$ cat src/rtl/sync_mon_pkg.sv
package sync_mon_pkg;
  typedef struct packed {
    logic early;    // rising edge before end of frame
    logic missing;  // no rising edge at end of frame
    logic width;    // pulse not exactly the nominal width
  } sync_viol_t;
endpackage

$ cat src/rtl/sync_edge_sampler.sv
module sync_edge_sampler (
  input  logic bclk_i,
  input  logic rst_ni,
  input  logic sync_i,
  output logic rise_o,
  output logic fall_o,
  output logic hold_o
);
  logic sync_q;

  always_ff @(negedge bclk_i or negedge rst_ni) begin
    if (!rst_ni) sync_q <= 1'b0;
    else         sync_q <= sync_i;
  end

  assign rise_o = sync_i & ~sync_q;
  assign fall_o = ~sync_i & sync_q;
  assign hold_o = sync_i & sync_q;
endmodule

$ cat src/rtl/frame_timer.sv
module frame_timer #(
  parameter int unsigned FRAME_LEN = 256
) (
  input  logic bclk_i,
  input  logic rst_ni,
  input  logic rise_i,
  output logic early_o,
  output logic missing_o,
  output logic on_time_o
);
  localparam int unsigned POS_W = $clog2(FRAME_LEN);
  localparam logic [POS_W-1:0] LAST = POS_W'(FRAME_LEN - 1);

  logic [POS_W-1:0] pos_q;
  logic             ref_q;
  logic             at_end;

  assign at_end    = (pos_q == LAST);
  assign on_time_o = rise_i & ref_q & at_end;
  assign early_o   = rise_i & ref_q & ~at_end;
  assign missing_o = ~rise_i & ref_q & at_end;

  always_ff @(negedge bclk_i or negedge rst_ni) begin
    if (!rst_ni) begin
      pos_q <= '0;
      ref_q <= 1'b0;
    end else if (rise_i) begin
      pos_q <= '0;   // resync to every rising edge
      ref_q <= 1'b1;
    end else begin
      pos_q <= at_end ? '0 : pos_q + 1'b1;
      if (at_end) ref_q <= 1'b0;
    end
  end
endmodule

$ cat src/rtl/pulse_width_check.sv
module pulse_width_check #(
  parameter int unsigned SYNC_HIGH = 16
) (
  input  logic bclk_i,
  input  logic rst_ni,
  input  logic rise_i,
  input  logic fall_i,
  input  logic hold_i,
  output logic bad_o
);
  localparam int unsigned HC_W = $clog2(SYNC_HIGH + 2);
  localparam logic [HC_W-1:0] NOM = HC_W'(SYNC_HIGH);
  localparam logic [HC_W-1:0] SAT = HC_W'(SYNC_HIGH + 1);

  logic [HC_W-1:0] hc_q;
  logic too_long, too_short;

  assign too_long  = hold_i & (hc_q == NOM);
  assign too_short = fall_i & (hc_q < NOM);
  assign bad_o     = too_long | too_short;

  always_ff @(negedge bclk_i or negedge rst_ni) begin
    if (!rst_ni)                   hc_q <= '0;
    else if (rise_i)               hc_q <= HC_W'(1);
    else if (hold_i && hc_q != SAT) hc_q <= hc_q + 1'b1;
  end
endmodule

$ cat src/rtl/lock_tracker.sv
module lock_tracker #(
  parameter int unsigned GOOD_FRAMES = 2
) (
  input  logic bclk_i,
  input  logic rst_ni,
  input  logic rise_i,
  input  logic on_time_i,
  input  logic viol_i,
  output logic ready_o,
  output logic lost_o
);
  localparam int unsigned CNT_W = $clog2(GOOD_FRAMES + 1);
  localparam logic [CNT_W-1:0] MAX = CNT_W'(GOOD_FRAMES);

  logic [CNT_W-1:0] cnt_q;
  logic frame_ok_q, ready_q, lost_q, credit;

  assign credit = on_time_i & frame_ok_q;

  always_ff @(negedge bclk_i or negedge rst_ni) begin
    if (!rst_ni)      frame_ok_q <= 1'b0;
    else if (rise_i)  frame_ok_q <= 1'b1;
    else if (viol_i)  frame_ok_q <= 1'b0;
  end

  always_ff @(negedge bclk_i or negedge rst_ni) begin
    if (!rst_ni) begin
      cnt_q   <= '0;
      ready_q <= 1'b0;
      lost_q  <= 1'b0;
    end else if (viol_i) begin
      cnt_q   <= '0;
      ready_q <= 1'b0;
      lost_q  <= 1'b1;
    end else if (credit) begin
      if (cnt_q != MAX) cnt_q <= cnt_q + 1'b1;
      if (cnt_q >= MAX - 1'b1) begin
        ready_q <= 1'b1;
        lost_q  <= 1'b0;
      end
    end
  end

  assign ready_o = ready_q;
  assign lost_o  = lost_q;
endmodule

$ cat src/rtl/sync_loss_monitor.sv
module sync_loss_monitor
  import sync_mon_pkg::*;
#(
  parameter int unsigned FRAME_LEN   = 256,
  parameter int unsigned SYNC_HIGH   = 16,
  parameter int unsigned GOOD_FRAMES = 2
) (
  input  logic bclk_i,
  input  logic rst_ni,
  input  logic sync_i,
  input  logic loss_mute_en_i,
  output logic ready_o,
  output logic access_en_o,
  output logic capture_en_o,
  output logic mute_o
);
  sync_viol_t viol;
  logic rise, fall, hold, on_time, viol_any, early_viol, lost;

  sync_edge_sampler u_edge (
    .bclk_i(bclk_i), .rst_ni(rst_ni), .sync_i(sync_i),
    .rise_o(rise), .fall_o(fall), .hold_o(hold)
  );

  frame_timer #(.FRAME_LEN(FRAME_LEN)) u_timer (
    .bclk_i(bclk_i), .rst_ni(rst_ni), .rise_i(rise),
    .early_o(viol.early), .missing_o(viol.missing), .on_time_o(on_time)
  );

  pulse_width_check #(.SYNC_HIGH(SYNC_HIGH)) u_width (
    .bclk_i(bclk_i), .rst_ni(rst_ni), .rise_i(rise), .fall_i(fall),
    .hold_i(hold), .bad_o(viol.width)
  );

  assign viol_any   = |viol;
  assign early_viol = viol.early;

  lock_tracker #(.GOOD_FRAMES(GOOD_FRAMES)) u_lock (
    .bclk_i(bclk_i), .rst_ni(rst_ni), .rise_i(rise), .on_time_i(on_time),
    .viol_i(viol_any), .ready_o(ready_o), .lost_o(lost)
  );

  assign access_en_o  = ready_o;
  assign capture_en_o = ready_o;
  assign mute_o       = loss_mute_en_i & lost;
endmodule

$ cat config.mk
export PLATFORM = sky130hd
export DESIGN_NAME = sync_loss_monitor
export DESIGN_NICKNAME = d
export VERILOG_FILES = /design/src/rtl/sync_mon_pkg.sv /design/src/rtl/sync_edge_sampler.sv /design/src/rtl/frame_timer.sv /design/src/rtl/pulse_width_check.sv /design/src/rtl/lock_tracker.sv /design/src/rtl/sync_loss_monitor.sv
export SDC_FILE = /design/constraint.sdc
export NUM_CORES = 1
export LEC_CHECK = 0
export BUFFER_PORTS_ARGS = -buffer_cell sky130_fd_sc_hd__buf_2
export CORE_MARGIN = 3
export CORE_UTILIZATION = 30
export CTS_BUF_LIST = sky130_fd_sc_hd__clkbuf_4 sky130_fd_sc_hd__clkbuf_8
export DETAILED_ROUTE_END_ITERATION = 8
export PLACE_DENSITY = 0.55
export SYNTH_ARGS = -nofsm -noshare
export SYNTH_HDL_FRONTEND = slang
export SYNTH_HIERARCHICAL = 1
export SYNTH_SLANG_ARGS = --single-unit
$ cat constraint.sdc
create_clock -name bclk_i -period 2.15 [get_ports bclk_i]
set_input_delay 0.1075 -clock bclk_i [delete_from_list [all_inputs] [get_ports bclk_i]]
set_output_delay 0.1075 -clock bclk_i [all_outputs]
set_load 0.05 [all_outputs]
# Word-level counts from Yosys, hierarchy flattened
# Cells that the tools add are included.
# word_totals
in_bits,4
reg_bits,20
elab_cells,61
# classes
bitwise,17
mux,17
order_cmp,2
n_addsub,3
n_eq_ne,4
n_reduce_logical,10
# op_table
cell,count
8-bit 2-to-1 mux,2
1-bit bitwise AND,12
2-bit nonzero test,6
1-bit 2-to-1 mux,10
5-bit 2-to-1 mux,2
8-bit by 1-bit adder with 8-bit output (second input constant),1
8-bit equality test (second input constant),1
2-bit 2-to-1 mux,3
5-bit by 1-bit adder with 5-bit output (second input constant),1
5-bit equality test (second input constant),1
5-bit less-than comparator (second input constant),1
5-bit inequality test (second input constant),1
1-bit NOT,4
2-bit AND reduction,2
3-bit OR reduction,1
2-bit by 1-bit adder with 2-bit output (second input constant),1
2-bit by 1-bit greater-or-equal comparator with 1-bit output (second input constant),1
2-bit inequality test (second input constant),1
1-bit logical AND,1
1-bit OR,1

# Depth between registers and ports, before layout
# Gate-level depths: netlist of the first run.
# depth
word_depth,8
ltp_mapped,7
depth_no_buf,7

# Hierarchy
# Netlist of the first run, hierarchy kept.
# by_module_without_submodules
module,cells_per_inst,instances,area_each_um2,seq_area_each_um2
frame_timer,44,1,431.7,225.2
pulse_width_check,32,1,307.8,125.1
lock_tracker,22,1,254.0,125.1
sync_edge_sampler,4,1,47.5,25.0
sync_loss_monitor,4,1,27.5,0.0

==> metrics.txt, run 1 <==
Initial DRT Pass Iterations=4; fraction of layout cells with a size suffix above 1=27.3%; RSZ-0062 raised after global routing=true; Worst Setup Start Kind=flop; CTS tree=yes; largest net degree at the start of global routing=21; commonest cells after routing, fill and taps aside=20 x dfrtn_1, 9 x buf_4, 9 x nor2_1; R2R setup slack=180 ps; DIE HEIGHT=65.7 um; CP Data Arrival Time=2070 ps; grt total ovfl=0; Primary FF master, synth=dfrtn_1; die area=4310 um^2; delay-heaviest family, CP=flip-flops; Final HPWL DP=1360 um; Max Slew Vio Count=0; Die Span X=65.7 um; maxcap violations=0; core area=3390 um^2; clock-pin slew on the worst setup and hold paths=80 ps; Async S/R FF share, synth=100%; Slew @ Worst Pin=452 ps; DRT iter0 DRCs=22; CP Class=reg2out; vias in the first global route=720; number of synthesized flops with an enable pin=0; CTS buffer count=3; DRT antenna net count=0; post-place setup slack=-259 ps; most common cell after layout, fill and taps aside=dfrtn_1; Net Sw Frac=29.3%; clk buf depth=2; setup ws final=-26.5 ps; Cell Area, Synth=1070 um^2; initial core utilization=31.5%; Max-slew headroom=69.9%; placed instance area=1220 um^2; register area share after synthesis=46.8%; Syn Inst Count=106; gpl congestion=0.696; Yosys reg bits=20; CP Cell Sequence=and2_4 -> buf_8; Synth-to-Final Area Change=20.3%; Final Instance Area=1280 um^2; Final Power=0.874 mW; CP required=2040 ps; Total Routing Usage GR=9.66%; final hold violation count=0; Pleak=0.567 nW; internal power=0.618 mW; Post-route DRC=0; # diodes=0; failing checks=setup timing; Clk pwr share=24.9%; Hold WS=470 ps; CTS H-tree depth=1; crit-path max FO=2; Synthesis Warnings=6; cts hold-fix bufs=0; Reg power frac=54.5%; pwr dens=680 nW/um^2; # IOs=8; WP buf/inv=1; initial antenna violation count=0; Syn Area/Cell=10.1 um^2; wire per inst=10.8 um; Max IR drop VDD=259 uV; vias post-DR=773; status=finished, violations left; Slowest Stage Delay on Critical Path=420 ps; Psw=0.256 mW; post-synthesis net count=116; Port Buffers=7; Std-Cell Rows=21; worst hold path type=reg2reg; CTS root buffer=clkbuf_4; post-DR vias/cell=4.63; worst clock skew=4.25 ps; Worst setup EP type=output pin; CTS sink count=20; Slowest cell on crit path=dfrtn_1; combinational share of power=20.6%; Synth cell types=34; Final setup viols=3; Routed Wire Length=1800 um; first-pass GRT wire length=3220 um; Clock Latency Late Sink=300 ps; nets@finish=132
==> sequential cells by signal (all words and copies together) (netlist names) <==
name	flops
u_timer/pos_q	8
u_width/hc_q	5
u_lock/frame_ok_q	1
u_lock/ready_o	1
u_lock/lost_o	1
u_timer/ref_q	1
u_lock/cnt_q	2
u_edge/sync_q	1
==> area by class of cell <==
| class | count | area [um^2] |
|---|---|---|
| flip-flops and latches | 20 | 500 |
| fillers | 332 | 2100 |
| inverters | 9 | 33.8 |
| well taps | 46 | 57.6 |
| clock buffers | 4 | 36.3 |
| repair buffers | 14 | 109 |
| multi-input cells | 74 | 548 |
==> per-stage QoR <==
step	instances	utilization (%)	setup TNS, ps
after global routing	167	37.9	-226
after global placement	162	35.9	-734
after CTS	167	37.9	-144
after floorplan	106	-	-541
after detailed placement	162	35.9	-868
final	167	37.9	-64.9
==> repair_timing <==
action	in CTS	in global routing
endpoints found under the hold margin	0	0
setup buffers	1	0
gates cloned	0	0
setup endpoints to repair	4	4
gates resized for setup	8	0
pin swaps	0	0
==> worst reg2reg max path, cell delays in order, from the launching register on <==
cell     delay [ps]
dfrtn_1         510
nand4_2         180
or3_1           440
nor3b_1         210
or3_4           190
nor2b_1          50
mux2_4          250
==> cell usage after synthesis, drive strengths merged, types with 2 or more instances <==
library cell,instances,area [um^2]
or3,4,25.0
nand2,5,18.8
buf,2,15.0
xor2,4,35.0
ha,6,75.1
nor2b,3,18.8
nand3,3,15.0
inv,9,33.8
a21o,3,23.8
nand3b,2,15.0
dfrtn,20,500
nor2,10,37.5
a21oi,5,28.8
o21ai,3,15.0
mux2i,3,30.0
nor3,3,15.0
nand2b,4,25.0
and2,2,13.8
nand4,4,31.3
==> routing by layer <==
layer  global-route usage (%)  share of wire [%]  vias to the layer above
met2                     14.4                 46                       12
met5                        0                  0                        -
met1                     12.7                 49                      372
li1                         -                  -                      387
met3                     3.76                4.4                        2
met4                     3.11               0.89                        0
==> power by group through the flow <==
stage               sequential (mW)  combinational (mW)  clock (mW)
finish                        0.476               0.180       0.218
floorplan                     0.477               0.119           0
global placement              0.479               0.175           0
detailed placement            0.481               0.178           0
global route                  0.486               0.209       0.242
CTS                           0.476               0.182       0.231
==> path summary, 6_finish.rpt <==
path                              startpoint           endpoint  cells past startpoint
hold / removal             u_lock/frame_ok_q  u_lock/frame_ok_q                      1
setup reg to reg            u_timer/pos_q[3]    u_lock/cnt_q[0]                      6
max in group asynchronous             rst_ni      u_edge/sync_q                      1
hold reg to reg            u_lock/frame_ok_q  u_lock/frame_ok_q                      1
setup / recovery               u_lock/lost_o             mute_o                      2
min in group asynchronous             rst_ni   u_timer/pos_q[2]                      1
==> logic make-up after synthesis <==
logic type	synth area share, %
AO/OA/AOI/OAI	8.55
XOR/XNOR	4.10
adder cells (fa/ha/maj)	7.03
buffers and inverters	4.92
flip-flops	46.8
multiplexers	4.22
AND/OR/NAND/NOR	24.4
Power figures use the tool's default switching activity.
==> inputs of run 2 (changes only) <==
==> constraint.sdc (replaced) <==
create_clock -name bclk_i -period 2.15 [get_ports bclk_i]
set_input_delay 0.215 -clock bclk_i [delete_from_list [all_inputs] [get_ports bclk_i]]
set_output_delay 0.215 -clock bclk_i [all_outputs]
set_load 0.05 [all_outputs]
==> metrics.txt, run 2 (synthesized netlist as in run 1, its figures left out) <==
Reg power frac=48.9% (-5.6 points); worst clock skew=13.0 ps (+8.70 ps); failing checks=setup timing; CTS tree=yes; DRT antenna net count=0 (unchanged); Finished Layout Cells=170 (+1.8%); pwr dens=719 nW/um^2 (+5.8%); post-place setup slack=-374 ps (-115 ps); worst hold stages=1 (unchanged); CP Cell Sequence=buf_6; Psw=0.263 mW (+2.6%); Pleak=0.593 nW (+4.6%); Max IR drop VDD=367 uV (+42%); Clk pwr share=32.0% (+7.1 points); internal power=0.707 mW (+14%); combinational share of power=19.1% (-1.5 points); worst hold path type=reg2reg; DRT iter0 DRCs=11 (-50%); R2R setup slack=150 ps (-30 ps); first-pass GRT wire length=3390 um (+5.6%); final hold violation count=0 (unchanged); Worst setup EP type=output pin; Port Buffers=7 (unchanged); clk buf depth=2 (unchanged); Slew @ Worst Pin=469 ps (+17.6 ps); Slowest Stage Delay on Critical Path=520 ps (+100 ps); clock-pin slew on the worst setup and hold paths=90 ps (about the same); WP buf/inv=1 (unchanged); maxcap violations=0 (unchanged); Final HPWL DP=1350 um (-0.74%); Max-slew headroom=68.7% (-1.2 points); Total Routing Usage GR=10.3% (+0.69 points); reg-to-reg endpoint=u_lock/cnt_q[0]; CTS buffer count=3 (unchanged); Synth-to-Final Area Change=26.1%; RSZ-0062 raised after global routing=true; largest net degree at the start of global routing=21 (unchanged); setup ws final=-162 ps (-136 ps); Die Span X=65.7 um (unchanged); Slowest cell on crit path=dfrtn_1; Initial DRT Pass Iterations=5 (+1); Routed Wire Length=1900 um (+5.4%); vias in the first global route=771 (+7.1%); CTS root buffer=clkbuf_4; Post-route DRC=0 (unchanged); most common cell after layout, fill and taps aside=dfrtn_1; Final setup viols=4 (+1); CP Class=reg2out; fillers=332 (unchanged); delay-heaviest family, CP=flip-flops; # IOs=8 (unchanged); Largest register FFs=8 (unchanged); R2R Path Start=u_timer/pos_q[0]; R2R depth=7 (+1); grt total ovfl=0 (unchanged); placed insts=165 (+1.9%); CTS H-tree depth=1 (unchanged); Net Sw Frac=27.1% (-2.2 points); # diodes=0 (unchanged); status=finished, violations left; commonest cells after routing, fill and taps aside=20 x dfrtn_1, 10 x buf_4, 9 x nor2_1; initial antenna violation count=0 (unchanged); CP required=1930 ps (-110 ps); Worst Setup Start Kind=flop; Std-Cell Rows=21 (unchanged); cts hold-fix bufs=0 (unchanged); largest reg by FF count=u_timer/pos_q; initial core utilization=31.5% (unchanged); die area=4310 um^2 (unchanged); hold_sp=u_lock/frame_ok_q; Final Power=0.969 mW (+11%); post-DR vias/cell=4.54 (-1.9%); core area=3390 um^2 (unchanged); vias post-DR=772 (-0.13%); Clock Latency Late Sink=300 ps (about the same); wire per inst=11.1 um (+3.5%); CP Data Arrival Time=2100 ps (+30 ps); Hold EP=u_lock/frame_ok_q; crit-path max FO=4 (+2); DIE HEIGHT=65.7 um (unchanged); nets@finish=135 (+2.3%); top flop regs=u_timer/pos_q x8, u_width/hc_q x5, u_lock/cnt_q x2; CTS sink count=20 (unchanged); Max Slew Vio Count=0 (unchanged); gpl congestion=0.756 (+8.6%); fraction of layout cells with a size suffix above 1=29.8% (+2.6 points)
-- run 2: cell types whose count changed in the layout (fill, tap and decap cells not counted) --
cell / change
and2_2: -1
a21oi_1: -1
buf_2: -1
clkbuf_8: -1
nor2_2: -1
buf_4: +1
a21oi_2: +1
bufinv_16: +1
buf_6: +3
and2_4: +1
nor2_4: +1
-- run 2: per-layer routing --
layer	GRT usage [%]	wire [um]	up-vias
met3	2.05	59	2
met2	16.4	889	10
met5	0	0	-
met1	13.2	928	365
li1	-	-	395
met4	5.44	17	0
-- run 2: repair_timing --
item | CTS | global route
setup endpoints to repair | 5 | 6
gates resized for setup | 10 | 3
pin swaps | 2 | 2
buffers inserted | 1 | 0
-- run 2: layout make-up --
cell class / count / area, um^2 / share of cell area [%]
tap: 46 / 57.6 / 4.27
timing repair buffer: 17 / 145 / 10.8
inverter: 9 / 33.8 / 2.51
sequential: 20 / 500 / 37.1
clock buffer: 3 / 22.5 / 1.67
clock inverter: 1 / 30.0 / 2.23
multi-input combinational: 74 / 558 / 41.4
-- run 2: power by group through the flow --
stage	logic [mW]	registers [mW]	clock network, mW
after floorplan	0.119	0.477	0
after global placement	0.177	0.479	0
after detailed placement	0.183	0.480	0
after CTS	0.189	0.474	0.323
after global routing	0.215	0.484	0.339
final	0.185	0.474	0.311
-- run 2: through the flow --
step / util (%) / hold WS [ps] / area (um^2) / TNS [ps]
after floorplan: - / 402 / 1120 / -1230
after global placement: 36.7 / 417 / 1240 / -1380
after detailed placement: 36.7 / 451 / 1240 / -1480
after CTS: 39.4 / 473 / 1340 / -602
after global routing: 39.8 / 495 / 1350 / -795
final: 39.8 / 466 / 1350 / -625
-- run 2: worst max-delay path by stage --
stage / start / endpoint / slack, ps / cells past startpoint
after detailed placement: sync_i / u_lock/lost_o / -370 / 6
after global placement: sync_i / u_lock/lost_o / -340 / 6
final: u_lock/ready_o / access_en_o / -160 / 1
after floorplan: sync_i / u_lock/cnt_q[0] / -350 / 6
after global routing: u_lock/ready_o / access_en_o / -200 / 1
after CTS: u_lock/lost_o / mute_o / -160 / 2
==> inputs of run 3 (changes only) <==
SYNTH_HIERARCHICAL = not set   (was 1)
==> metrics.txt, run 3 <==
status=finished, violations left; failing checks=setup timing; post-synthesis net count=114 (-1.7%); Reg power frac=60.3% (+11 points); cell taking the most area after synthesis=dfrtn_1; Synth cell types=30 (-12%); clk buf depth=2 (unchanged); crit-path max FO=2 (-2); CP Data Arrival Time=2090 ps (about the same); RSZ-0062 raised after global routing=true; Std-Cell Rows=20 (-4.8%); grt total ovfl=0 (unchanged); hold_sp=u_timer.pos_q[0]; Hold WS=414 ps (-52.2 ps); pwr dens=653 nW/um^2 (-9.2%); Post-route DRC=0 (unchanged); Net Sw Frac=30.0% (+2.9 points); Synthesis Warnings=0 (-6); DRT antenna net count=0 (unchanged); Port Buffers=7 (unchanged); CTS buffer count=3 (unchanged); R2R Path Start=u_timer.pos_q[0]; largest net degree at the start of global routing=21 (unchanged); CP startpoint=u_lock.lost_o; Setup TNS=-529 ps (+96.2 ps); worst clock skew=11.7 ps (-1.27 ps); setup ws final=-153 ps (+9.27 ps); Final Power=0.774 mW (-20%); Yosys reg bits=20 (unchanged); CTS root buffer=clkbuf_4; Final HPWL DP=1350 um (+0.18%); die area=4190 um^2 (-3.0%); Syn Area/Cell=9.94 um^2 (-1.4%); DRT iter0 DRCs=14 (+3); Final setup viols=4 (unchanged); Synth top area share=48.4% (+1.6 points); vias in the first global route=732 (-5.1%); post-place setup slack=-232 ps (+142 ps); gpl congestion=0.711 (-6.0%); Max Slew Vio Count=0 (unchanged); worst hold path type=reg2reg; initial antenna violation count=0 (unchanged); first-pass GRT wire length=3190 um (-5.9%); Total Routing Usage GR=10.1% (-0.26 points); DIE HEIGHT=64.7 um (-1.5%); clock-pin slew on the worst setup and hold paths=80 ps (about the same); Clk pwr share=24.1% (-7.9 points); Worst Setup Start Kind=flop; post-DR vias/cell=4.59 (+1.0%); Max-slew headroom=69.1% (+0.36 points); Synth-to-Final Area Change=14.6%; number of synthesized flops with an enable pin=0 (unchanged); fillers=329 (-0.90%); Multi-input gate area=483 um^2 (-13%); Routed Wire Length=1840 um (-2.8%); most frequent cells after synthesis=20 x dfrtn_1, 11 x nor2_1, 10 x nand2_1, 9 x inv_1; Initial DRT Pass Iterations=4 (-1); final hold violation count=0 (unchanged); core area=3180 um^2 (-6.2%); Primary FF master, synth=dfrtn_1; vias post-DR=725 (-6.1%); nets@finish=126 (-6.7%); final core utilization=37.3% (-2.5 points); FF+latch area=500 um^2 (unchanged); count leader, synth=dfrtn_1; register area share after synthesis=48.4% (+1.6 points); CTS sink count=20 (unchanged); combinational share of power=15.6% (-3.5 points); CTS tree=yes; CP required=1930 ps (about the same); Psw=0.232 mW (-12%); largest reg by FF count=u_timer.pos_q; cts hold-fix bufs=0 (unchanged); most common cell after layout, fill and taps aside=dfrtn_1; maxcap violations=0 (unchanged); top cells by area, synth=dfrtn_1 48%, ha_1 7.3%, xnor2_1 5.1%; initial core utilization=32.5% (+1.0 points); Pleak=0.531 nW (-10%); Clock Latency Late Sink=310 ps (about the same); Syn Inst Count=104 (-1.9%); Async S/R FF share, synth=100% (unchanged); CTS H-tree depth=1 (unchanged); CP Class=reg2out; Largest register FFs=8 (unchanged); Die Span X=64.7 um (-1.5%); Slew @ Worst Pin=464 ps (-5.43 ps); Worst setup EP type=output pin; Cell Area, Synth=1030 um^2 (-3.3%); commonest cells after routing, fill and taps aside=20 x dfrtn_1, 11 x nor2_1, 10 x nand2_1; fraction of layout cells with a size suffix above 1=18.4% (-11 points); wire per inst=11.7 um (+4.5%); # diodes=0 (unchanged); Max IR drop VDD=332 uV (-9.6%); internal power=0.542 mW (-23%); # IOs=8 (unchanged); top flop regs=u_timer.pos_q x8, u_width.hc_q x5, u_lock.cnt_q x2
-- run 3: cell types whose count changed after synthesis, sizes merged, moves of 3 or more --
cell / change
nand2: +5
xnor2: +5
or3: -4
nand2b: -3
nand3: +3
nand4: -3
o211ai: +3
o21ai: -3
-- run 3: layout make-up --
cell class | count | share of cell area (%)
well taps | 44 | 4.65
multi-input cells | 71 | 40.8
inverters | 9 | 2.85
flip-flops and latches | 20 | 42.2
repair buffers | 11 | 7.60
clock buffers | 3 | 1.90
-- run 3: per-stage QoR --
step | area, um^2 | std cells
2_1_floorplan | 1060 | 104
4_1_cts | 1180 | 158
3_5_place_dp | 1130 | 155
6_report | 1180 | 158
3_3_place_gp | 1130 | 155
5_1_grt | 1180 | 158
-- run 3: logic make-up (layout without fill, tap and decap cells) --
group | count (synthesis) | in the layout | share of synthesized area [%]
buffers and inverters | 13 | 23 | 5.69
xor gates and xnor gates | 8 | 8 | 6.78
AOI/OAI and AO/OA | 15 | 15 | 10.4
muxes | 1 | 1 | 0.969
DFF | 20 | 20 | 48.4
and+or+nand+nor | 41 | 41 | 20.5
adders and majority gates | 6 | 6 | 7.26
-- run 3: what timing repair did --
action / in CTS / in global routing
buffers inserted: 0 / 0
resized for setup: 8 / 1
setup endpoints to repair: 4 / 5
pin swaps: 0 / 1
-- run 3: worst max-delay path: stages (launching register included) --
cell     delay [ps]
dfrtn_1         430
and2_4          140
buf_8           130
-- run 3: path summary, 6_finish.rpt --
| path | slack [ps] | endpoint | cells after the start |
|---|---|---|---|
| min in group asynchronous | 800 | u_width.hc_q[3] | 1 |
| worst min register to register | 410 | u_timer.pos_q[0] | 1 |
| max in group asynchronous | 990 | u_timer.pos_q[5] | 1 |
| worst max-delay path | -150 | mute_o | 2 |
| worst min-delay path | 410 | u_timer.pos_q[0] | 1 |
| worst max register to register | 240 | u_lock.lost_o | 5 |
-- run 3: per-layer routing --
metal	global-route usage, %	vias to the layer above	share of wire, %
li1	-	372	-
met1	12.4	341	49
met2	16.0	10	46
met3	3.64	2	3.4
met4	3.96	0	0.98
met5	0	-	0
-- run 3: power groups by stage --
stage / Combinational (mW) / Clock (mW) / Sequential [mW]
after global routing: 0.141 / 0.211 / 0.475
after floorplan: 0.0908 / 0 / 0.463
final: 0.121 / 0.186 / 0.466
after CTS: 0.122 / 0.193 / 0.466
after detailed placement: 0.118 / 0 / 0.473
after global placement: 0.116 / 0 / 0.472
